--- config.mk ---
export PLATFORM = sky130hd
export DESIGN_NAME = cmp_parcel_dec
export DESIGN_NICKNAME = d
export VERILOG_FILES = /design/src/rtl/cmp_dec_pkg.sv /design/src/rtl/cmp_field_dec.sv /design/src/rtl/cmp_mode_ctl.sv /design/src/rtl/cmp_parcel_dec.sv
export SDC_FILE = /design/constraint.sdc
export NUM_CORES = 1
export LEC_CHECK = 0
export BUFFER_PORTS_ARGS = -buffer_cell sky130_fd_sc_hd__clkbuf_2
export CORE_ASPECT_RATIO = 0.5
export CORE_MARGIN = 2
export CORE_UTILIZATION = 47
export CTS_CLUSTER_DIAMETER = 80
export DETAILED_ROUTE_END_ITERATION = 16
export PLACE_DENSITY = 0.72
export SLEW_MARGIN = 20
export SYNTH_ARGS = -nofsm -noshare
export SYNTH_HDL_FRONTEND = slang
export SYNTH_SLANG_ARGS = --single-unit
--- constraint.sdc ---
create_clock -name clk -period 2.09 [get_ports clk]
set_clock_uncertainty 0.1 [all_clocks]
set_input_delay 0.209 -clock clk [delete_from_list [all_inputs] [get_ports clk]]
set_output_delay 0.209 -clock clk [all_outputs]
set_load 0.02 [all_outputs]
--- src/rtl/cmp_dec_pkg.sv ---
package cmp_dec_pkg;

  typedef enum logic [5:0] {
    OP_PASS, OP_ILL, OP_B, OP_BCLR, OP_BCTAR,
    OP_LD, OP_ST, OP_FLD, OP_FST,
    OP_ADD, OP_MUL, OP_SUB, OP_FSUB, OP_AND, OP_NAND, OP_OR, OP_NOR,
    OP_FADD, OP_FMUL, OP_FABS, OP_SC, OP_RFID,
    OP_MCRF, OP_CRNOR, OP_CRANDC, OP_CRXOR, OP_CRNAND, OP_CRAND,
    OP_CREQV, OP_CRORC, OP_CROR,
    OP_MTLR, OP_MTCTR, OP_MTTAR, OP_MTCR,
    OP_MFLR, OP_MFCTR, OP_MFTAR, OP_MFCR
  } op_e;

  typedef enum logic [1:0] {MD_WORD_HI, MD_WORD_LO, MD_HALF} mode_e;

  localparam int OFF_W = 8;

  typedef struct packed {
    op_e              op;
    logic [2:0]       rt;
    logic [2:0]       ra;
    logic [2:0]       rb;
    logic [4:0]       cra;
    logic [4:0]       crb;
    logic [4:0]       crt;
    logic [3:0]       bo;
    logic [4:0]       bi;
    logic [OFF_W-1:0] off;
    logic             link;
    logic             zero;
    logic             ill;
  } dec_t;

endpackage

--- src/rtl/cmp_field_dec.sv ---
module cmp_field_dec
  import cmp_dec_pkg::*;
(
  input  logic        wide,
  input  logic [0:14] op_bits,
  output dec_t        dec
);
  logic [0:14] p;
  logic [2:0]  ra3, rb3;
  logic        bad;
  logic        crl;
  assign p   = op_bits;
  assign rb3 = p[8:10];
  assign ra3 = p[11:13];

  always_comb begin
    dec = '0;
    bad = 1'b0;
    crl = 1'b0;
    case (p[5:7])
      3'b000: begin
        dec.op   = OP_B;
        dec.off  = wide ? {p[0:1], p[8:13]} : {{2{p[8]}}, p[8:13]};
        dec.link = p[14];
      end
      3'b001: begin
        if (!p[8]) begin
          dec.op   = p[11] ? OP_BCTAR : OP_BCLR;
          dec.bi   = wide ? {p[2:4], p[9:10]} : {3'b000, p[9:10]};
          dec.bo   = wide ? {p[0:1], p[12:13]} : {2'b00, p[12:13]};
          dec.link = p[14];
        end else if (!wide || p[11]) begin
          bad = 1'b1;
        end else begin
          case (p[0:3])
            4'b0000: begin
              dec.op  = OP_MCRF;
              dec.crt = {2'b00, p[4], p[9:10]};
              dec.cra = {3'b000, p[12:13]};
            end
            4'b0001: begin dec.op = OP_CRNOR;  crl = 1'b1; end
            4'b0100: begin dec.op = OP_CRANDC; crl = 1'b1; end
            4'b0110: begin dec.op = OP_CRXOR;  crl = 1'b1; end
            4'b0111: begin dec.op = OP_CRNAND; crl = 1'b1; end
            4'b1000: begin dec.op = OP_CRAND;  crl = 1'b1; end
            4'b1001: begin dec.op = OP_CREQV;  crl = 1'b1; end
            4'b1101: begin dec.op = OP_CRORC;  crl = 1'b1; end
            4'b1110: begin dec.op = OP_CROR;   crl = 1'b1; end
            4'b1111: begin
              if (!p[4]) begin
                dec.rt = {1'b0, p[12:13]};
                case (p[9:10])
                  2'b00:   dec.op = OP_MTLR;
                  2'b01:   dec.op = OP_MTCTR;
                  2'b10:   dec.op = OP_MTTAR;
                  default: dec.op = OP_MTCR;
                endcase
              end else begin
                dec.ra = {1'b0, p[12:13]};
                case (p[9:10])
                  2'b00:   dec.op = OP_MFLR;
                  2'b01:   dec.op = OP_MFCTR;
                  2'b10:   dec.op = OP_MFTAR;
                  default: dec.op = OP_MFCR;
                endcase
              end
            end
            default: bad = 1'b1;
          endcase
          if (crl) begin
            dec.cra = {2'b00, p[4], p[9:10]};
            dec.crb = {2'b00, p[4], p[12:13]};
            dec.crt = {2'b00, p[4], p[9:10]};
          end
        end
      end
      3'b111: begin
        dec.ra = {wide & p[1], p[9:10]};
        if (!p[14]) begin
          dec.op = (wide && p[0]) ? OP_FLD : OP_LD;
          dec.rb = {1'b0, p[12:13]};
          dec.rt = wide ? p[2:4] : {1'b0, p[12:13]};
        end else begin
          dec.op   = (wide && p[0]) ? OP_FST : OP_ST;
          dec.rt   = {wide & p[2], p[12:13]};
          dec.zero = 1'b1;
        end
      end
      default: begin
        if (p[5:7] == 3'b100 && ra3 == 3'b000 && !p[14]) begin
          if (rb3 == 3'b000)      dec.op = OP_SC;
          else if (rb3 == 3'b001) dec.op = OP_RFID;
          else                    bad = 1'b1;
        end else begin
          dec.rb = rb3;
          dec.ra = ra3;
          dec.rt = wide ? p[2:4] : rb3;
          case (p[5:7])
            3'b010: dec.op = p[14] ? OP_MUL : OP_ADD;
            3'b011: begin
              dec.op   = p[14] ? OP_FSUB : OP_SUB;
              dec.zero = (ra3 == 3'b000);
            end
            3'b100: dec.op = p[14] ? OP_NAND : OP_AND;
            3'b101: begin
              dec.op   = p[14] ? OP_NOR : OP_OR;
              dec.zero = p[14] && (ra3 == 3'b000);
            end
            default: dec.op = p[14] ? OP_FMUL :
                              ((ra3 == 3'b000) ? OP_FABS : OP_FADD);
          endcase
        end
      end
    endcase
    if (bad) begin
      dec     = '0;
      dec.op  = OP_ILL;
      dec.ill = 1'b1;
    end
  end
endmodule

--- src/rtl/cmp_mode_ctl.sv ---
module cmp_mode_ctl
  import cmp_dec_pkg::*;
#(
  parameter logic [4:0] MAJOR_OP = 5'b11110
) (
  input  logic       clk,
  input  logic       rst,
  input  logic       adv,
  input  logic [4:0] major,
  input  logic       cont,
  input  logic       bad,
  output logic       is_comp,
  output logic       wide
);
  mode_e md;

  assign wide    = (md == MD_HALF);
  assign is_comp = wide || (md == MD_WORD_HI && major == MAJOR_OP);

  always_ff @(posedge clk) begin
    if (rst) begin
      md <= MD_WORD_HI;
    end else if (adv) begin
      if (!is_comp)
        md <= (md == MD_WORD_HI) ? MD_WORD_LO : MD_WORD_HI;
      else
        md <= (cont && !bad) ? MD_HALF : MD_WORD_HI;
    end
  end
endmodule

--- src/rtl/cmp_parcel_dec.sv ---
module cmp_parcel_dec
  import cmp_dec_pkg::*;
#(
  parameter logic [4:0] MAJOR_OP = 5'b11110,
  parameter int         IMM_W    = 16
) (
  input  logic             clk,
  input  logic             rst,
  input  logic             in_valid,
  output logic             in_ready,
  input  logic [15:0]      in_parcel,
  output logic             out_valid,
  input  logic             out_ready,
  output logic             out_pass,
  output logic [15:0]      out_raw,
  output logic [5:0]       out_op,
  output logic [2:0]       out_rt,
  output logic [2:0]       out_ra,
  output logic [2:0]       out_rb,
  output logic [4:0]       out_cra,
  output logic [4:0]       out_crb,
  output logic [4:0]       out_crt,
  output logic [3:0]       out_bo,
  output logic [4:0]       out_bi,
  output logic [IMM_W-1:0] out_imm,
  output logic             out_link,
  output logic             out_zero,
  output logic             out_ill
);
  localparam dec_t PASS_REC = '0;

  dec_t dec, q;
  logic is_comp, wide, adv;

  assign in_ready = !out_valid || out_ready;
  assign adv      = in_valid && in_ready;

  cmp_field_dec u_field (
    .wide    (wide),
    .op_bits (in_parcel[15:1]),
    .dec     (dec)
  );

  cmp_mode_ctl #(.MAJOR_OP(MAJOR_OP)) u_mode (
    .clk     (clk),
    .rst     (rst),
    .adv     (adv),
    .major   (in_parcel[15:11]),
    .cont    (in_parcel[0]),
    .bad     (dec.ill),
    .is_comp (is_comp),
    .wide    (wide)
  );

  always_ff @(posedge clk) begin
    if (rst) begin
      out_valid <= 1'b0;
      out_pass  <= 1'b0;
      out_raw   <= '0;
      q         <= '0;
    end else if (in_ready) begin
      out_valid <= in_valid;
      if (in_valid) begin
        out_raw  <= in_parcel;
        out_pass <= !is_comp;
        q        <= is_comp ? dec : PASS_REC;
      end
    end
  end

  assign out_op   = q.op;
  assign out_rt   = q.rt;
  assign out_ra   = q.ra;
  assign out_rb   = q.rb;
  assign out_cra  = q.cra;
  assign out_crb  = q.crb;
  assign out_crt  = q.crt;
  assign out_bo   = q.bo;
  assign out_bi   = q.bi;
  assign out_link = q.link;
  assign out_zero = q.zero;
  assign out_ill  = q.ill;

  generate
    if (IMM_W > OFF_W) begin : g_sext
      assign out_imm = {{(IMM_W-OFF_W){q.off[OFF_W-1]}}, q.off};
    end else begin : g_trunc
      assign out_imm = q.off[IMM_W-1:0];
    end
  endgenerate
endmodule

==> reports/results.tsv <==
metric	value	unit
status	completed	
Synth Register Bits	63	
Core Box Area	6780	sq um
Die Ht	63.5	um
number of max-cap violations	0	
synth warn	0	
layout cells sized above 1	0.347	
Via Count	3505	
DRC	0	
Syn-to-layout area delta	34.0	%
Die ar.	7810	sq um
final hold vios	0	
violation count after the first detailed-route iteration	431	
remaining global-route overflow	0	
pwr/cell area	748	nW/um^2
DIE WIDTH	123	um
initial cell density of the core	0.491	
Routed wire per std cell	17.6	um
Seq/Total Area, Yosys	0.379	
Synth top area share	0.379	
data arrival time of the critical path	2.18	ns
CTS buffer count	9	
Yosys cell types	59	
CP Data Required Time	2.27	ns
Worst setup EP type	register	
Util after Layout	0.658	
Crit-path slowest cell	or3_1	
Gate Count Post-Synth	397	
CP top delay family	simple AND/OR/NAND/NOR gates	
most used cell, CP	buf_6	
number of synthesized flops with an enable pin	0	
Cell Chain, Critical Path	nor4bb_1 -> a31oi_1 -> or3_1 -> buf_6 -> nor4_4 -> buf_6 -> a22o_1	
WP buf/inv	2	
WS Path Type	register to register	
Antenna diodes	0	
insertion delay to the later sink of the worst-skew pair	0.34	ns
CTS tree	yes	
Post-synth top cells	63 x dfxtp_1, 52 x nand2_1, 35 x a22o_1, 31 x clkbuf_1, 28 x a21oi_1	
htree depth	3	
Max Fclk	500	MHz
crit path max fanout	8	
vias in the first global route	3153	
final setup fails	0	
Routed Antenna Nets	0	
Num Clock Sinks	63	
row count	21	
largest area contributor in the netlist	dfxtp_1	
Top FF cell, synth	dfxtp_1	
Worst Hold Class	input port to register	
syn_area_per_cell	8.38	sq um
Register Area	1260	sq um
Post-DP HPWL	7730	um
critical path's largest stage delay	0.37	ns
gr usage total	0.281	
RSZ-0062 raised after global routing	true	
IO Count	97	
CTS root buf	clkbuf_16	
RD Place Congestion	0.947	
min cycle time layout	2.00	ns
initial antenna violation count	0	
# hold bufs at CTS	0	
fin nets	537	
most common cell in the netlist	dfxtp_1	
maximum buffer depth of the clock tree	2	
worst hold slack	0.0107	ns
Peak supply drop	0.000518	V
leakage power	1.99	nW
Post-Syn Area	3330	sq um
largest net degree at the start of global routing	41	
Slew Limit Fails	0	
vias per cell	5.79	
Area contributors post-synth	dfxtp_1 38%, a22o_1 9.2%, nand2_1 5.9%	
Synth async-reset ratio	0	
drt total wl	10600	um
Clock Pin Slew Worst Setup and Hold Paths	0.06	ns
global-route wire length before repair	16500	um
IO Port Bufs	90	
First-pass DRT Iterations	5	
Worst Setup Start Kind	register	
area of the multi-input gates	1810	sq um
Tcrit/Tclk final	0.957	
FILL cells	605	
cell usage in the layout, fill, tap and decap left out, drive strengths merged, types with 6 or more instances in the layout:
cell type | synthesis | final
a21oi | 28 | 28
a22o | 35 | 35
a32o | 8 | 8
buf | 21 | 57
clkbuf | 31 | 100
conb | 1 | 6
dfxtp | 63 | 63
ha | 9 | 9
inv | 9 | 10
nand2 | 52 | 52
nand2b | 11 | 11
nor2 | 26 | 26
nor2b | 6 | 6
nor3 | 7 | 7
nor4 | 8 | 8
o21ai | 18 | 18
power breakdown:
part	internal, W	switching (W)
Clock	0.00108	0.000570
Combinational	0.000160	0.000285
Sequential	0.00123	0.0000138
Total	0.00247	0.000869
flip-flops by register name, summed over array words and instances, names as in the netlist, 2 cells and up:
register   count
out_raw       16
u_mode.md      2
out_cra        3
out_imm        8
out_crt        3
out_op         6
out_rb         3
out_bi         5
out_ra         3
out_bo         4
out_rt         3
out_crb        2
through the flow:
stage          setup WS [ns]  total power, W  std cells  cell area, sq um  setup TNS [ns]
6_report              0.0905         0.00334        605              4460               0
3_5_place_dp          -0.159         0.00170        586              4080           -2.73
5_1_grt             -0.00374         0.00346        605              4460        -0.00374
4_1_cts               0.0149         0.00335        605              4440               0
2_1_floorplan        -0.0488         0.00153        402              3350          -0.181
3_3_place_gp          -0.102         0.00170        586              4080           -1.89
layout make-up:
class / count / share of cell area
well taps: 92 / 0.0258
inverters: 9 / 0.00757
clock inverters: 6 / 0.0208
clock buffers: 10 / 0.0536
repair buffers: 147 / 0.204
flip-flops and latches: 63 / 0.283
multi-input cells: 278 / 0.405
cells by family after synthesis:
kind of cell,count (synthesis),synth area share
compound gates,127,0.286
buf+inv,61,0.0891
other cells,1,0.00113
fa+ha+maj,10,0.0368
flops,63,0.379
simple gates,134,0.205
xor+xnor,1,0.00263
layer usage:
metal,global-route usage,share of wire,routed length [um]
met5,0,0,0
met1,0.408,0.46,4950
met2,0.370,0.40,4220
met4,0.0994,0.014,146
met3,0.108,0.13,1340
path summary, 6_finish.rpt:
path | from | endpoint | slack (ns) | cells after the start
worst min register to register | out_raw[10]$_SDFFE_PP0P_ | out_raw[10]$_SDFFE_PP0P_ | 0.35 | 2
worst max-delay path | u_mode.md[0]$_SDFFE_PP0P_ | out_imm[5]$_SDFFE_PP0P_ | 0.09 | 7
worst max register to register | u_mode.md[0]$_SDFFE_PP0P_ | out_imm[5]$_SDFFE_PP0P_ | 0.09 | 7
worst min-delay path | in_valid | out_valid$_SDFFE_PP0N_ | 0.01 | 3
timing repair:
| item | 4_1_cts | 5_1_grt |
|---|---|---|
| buffers inserted | 3 | 0 |
| gates resized for setup | 0 | 7 |
| pin swaps | 2 | 1 |
| endpoints found under the setup margin | 17 | 22 |
worst min-delay path, stage by stage:
cell,delay (ns)
clkbuf_2,0.10
inv_1,0.05
a21oi_1,0.05
Note: power is estimated with default switching activity, not from simulation.
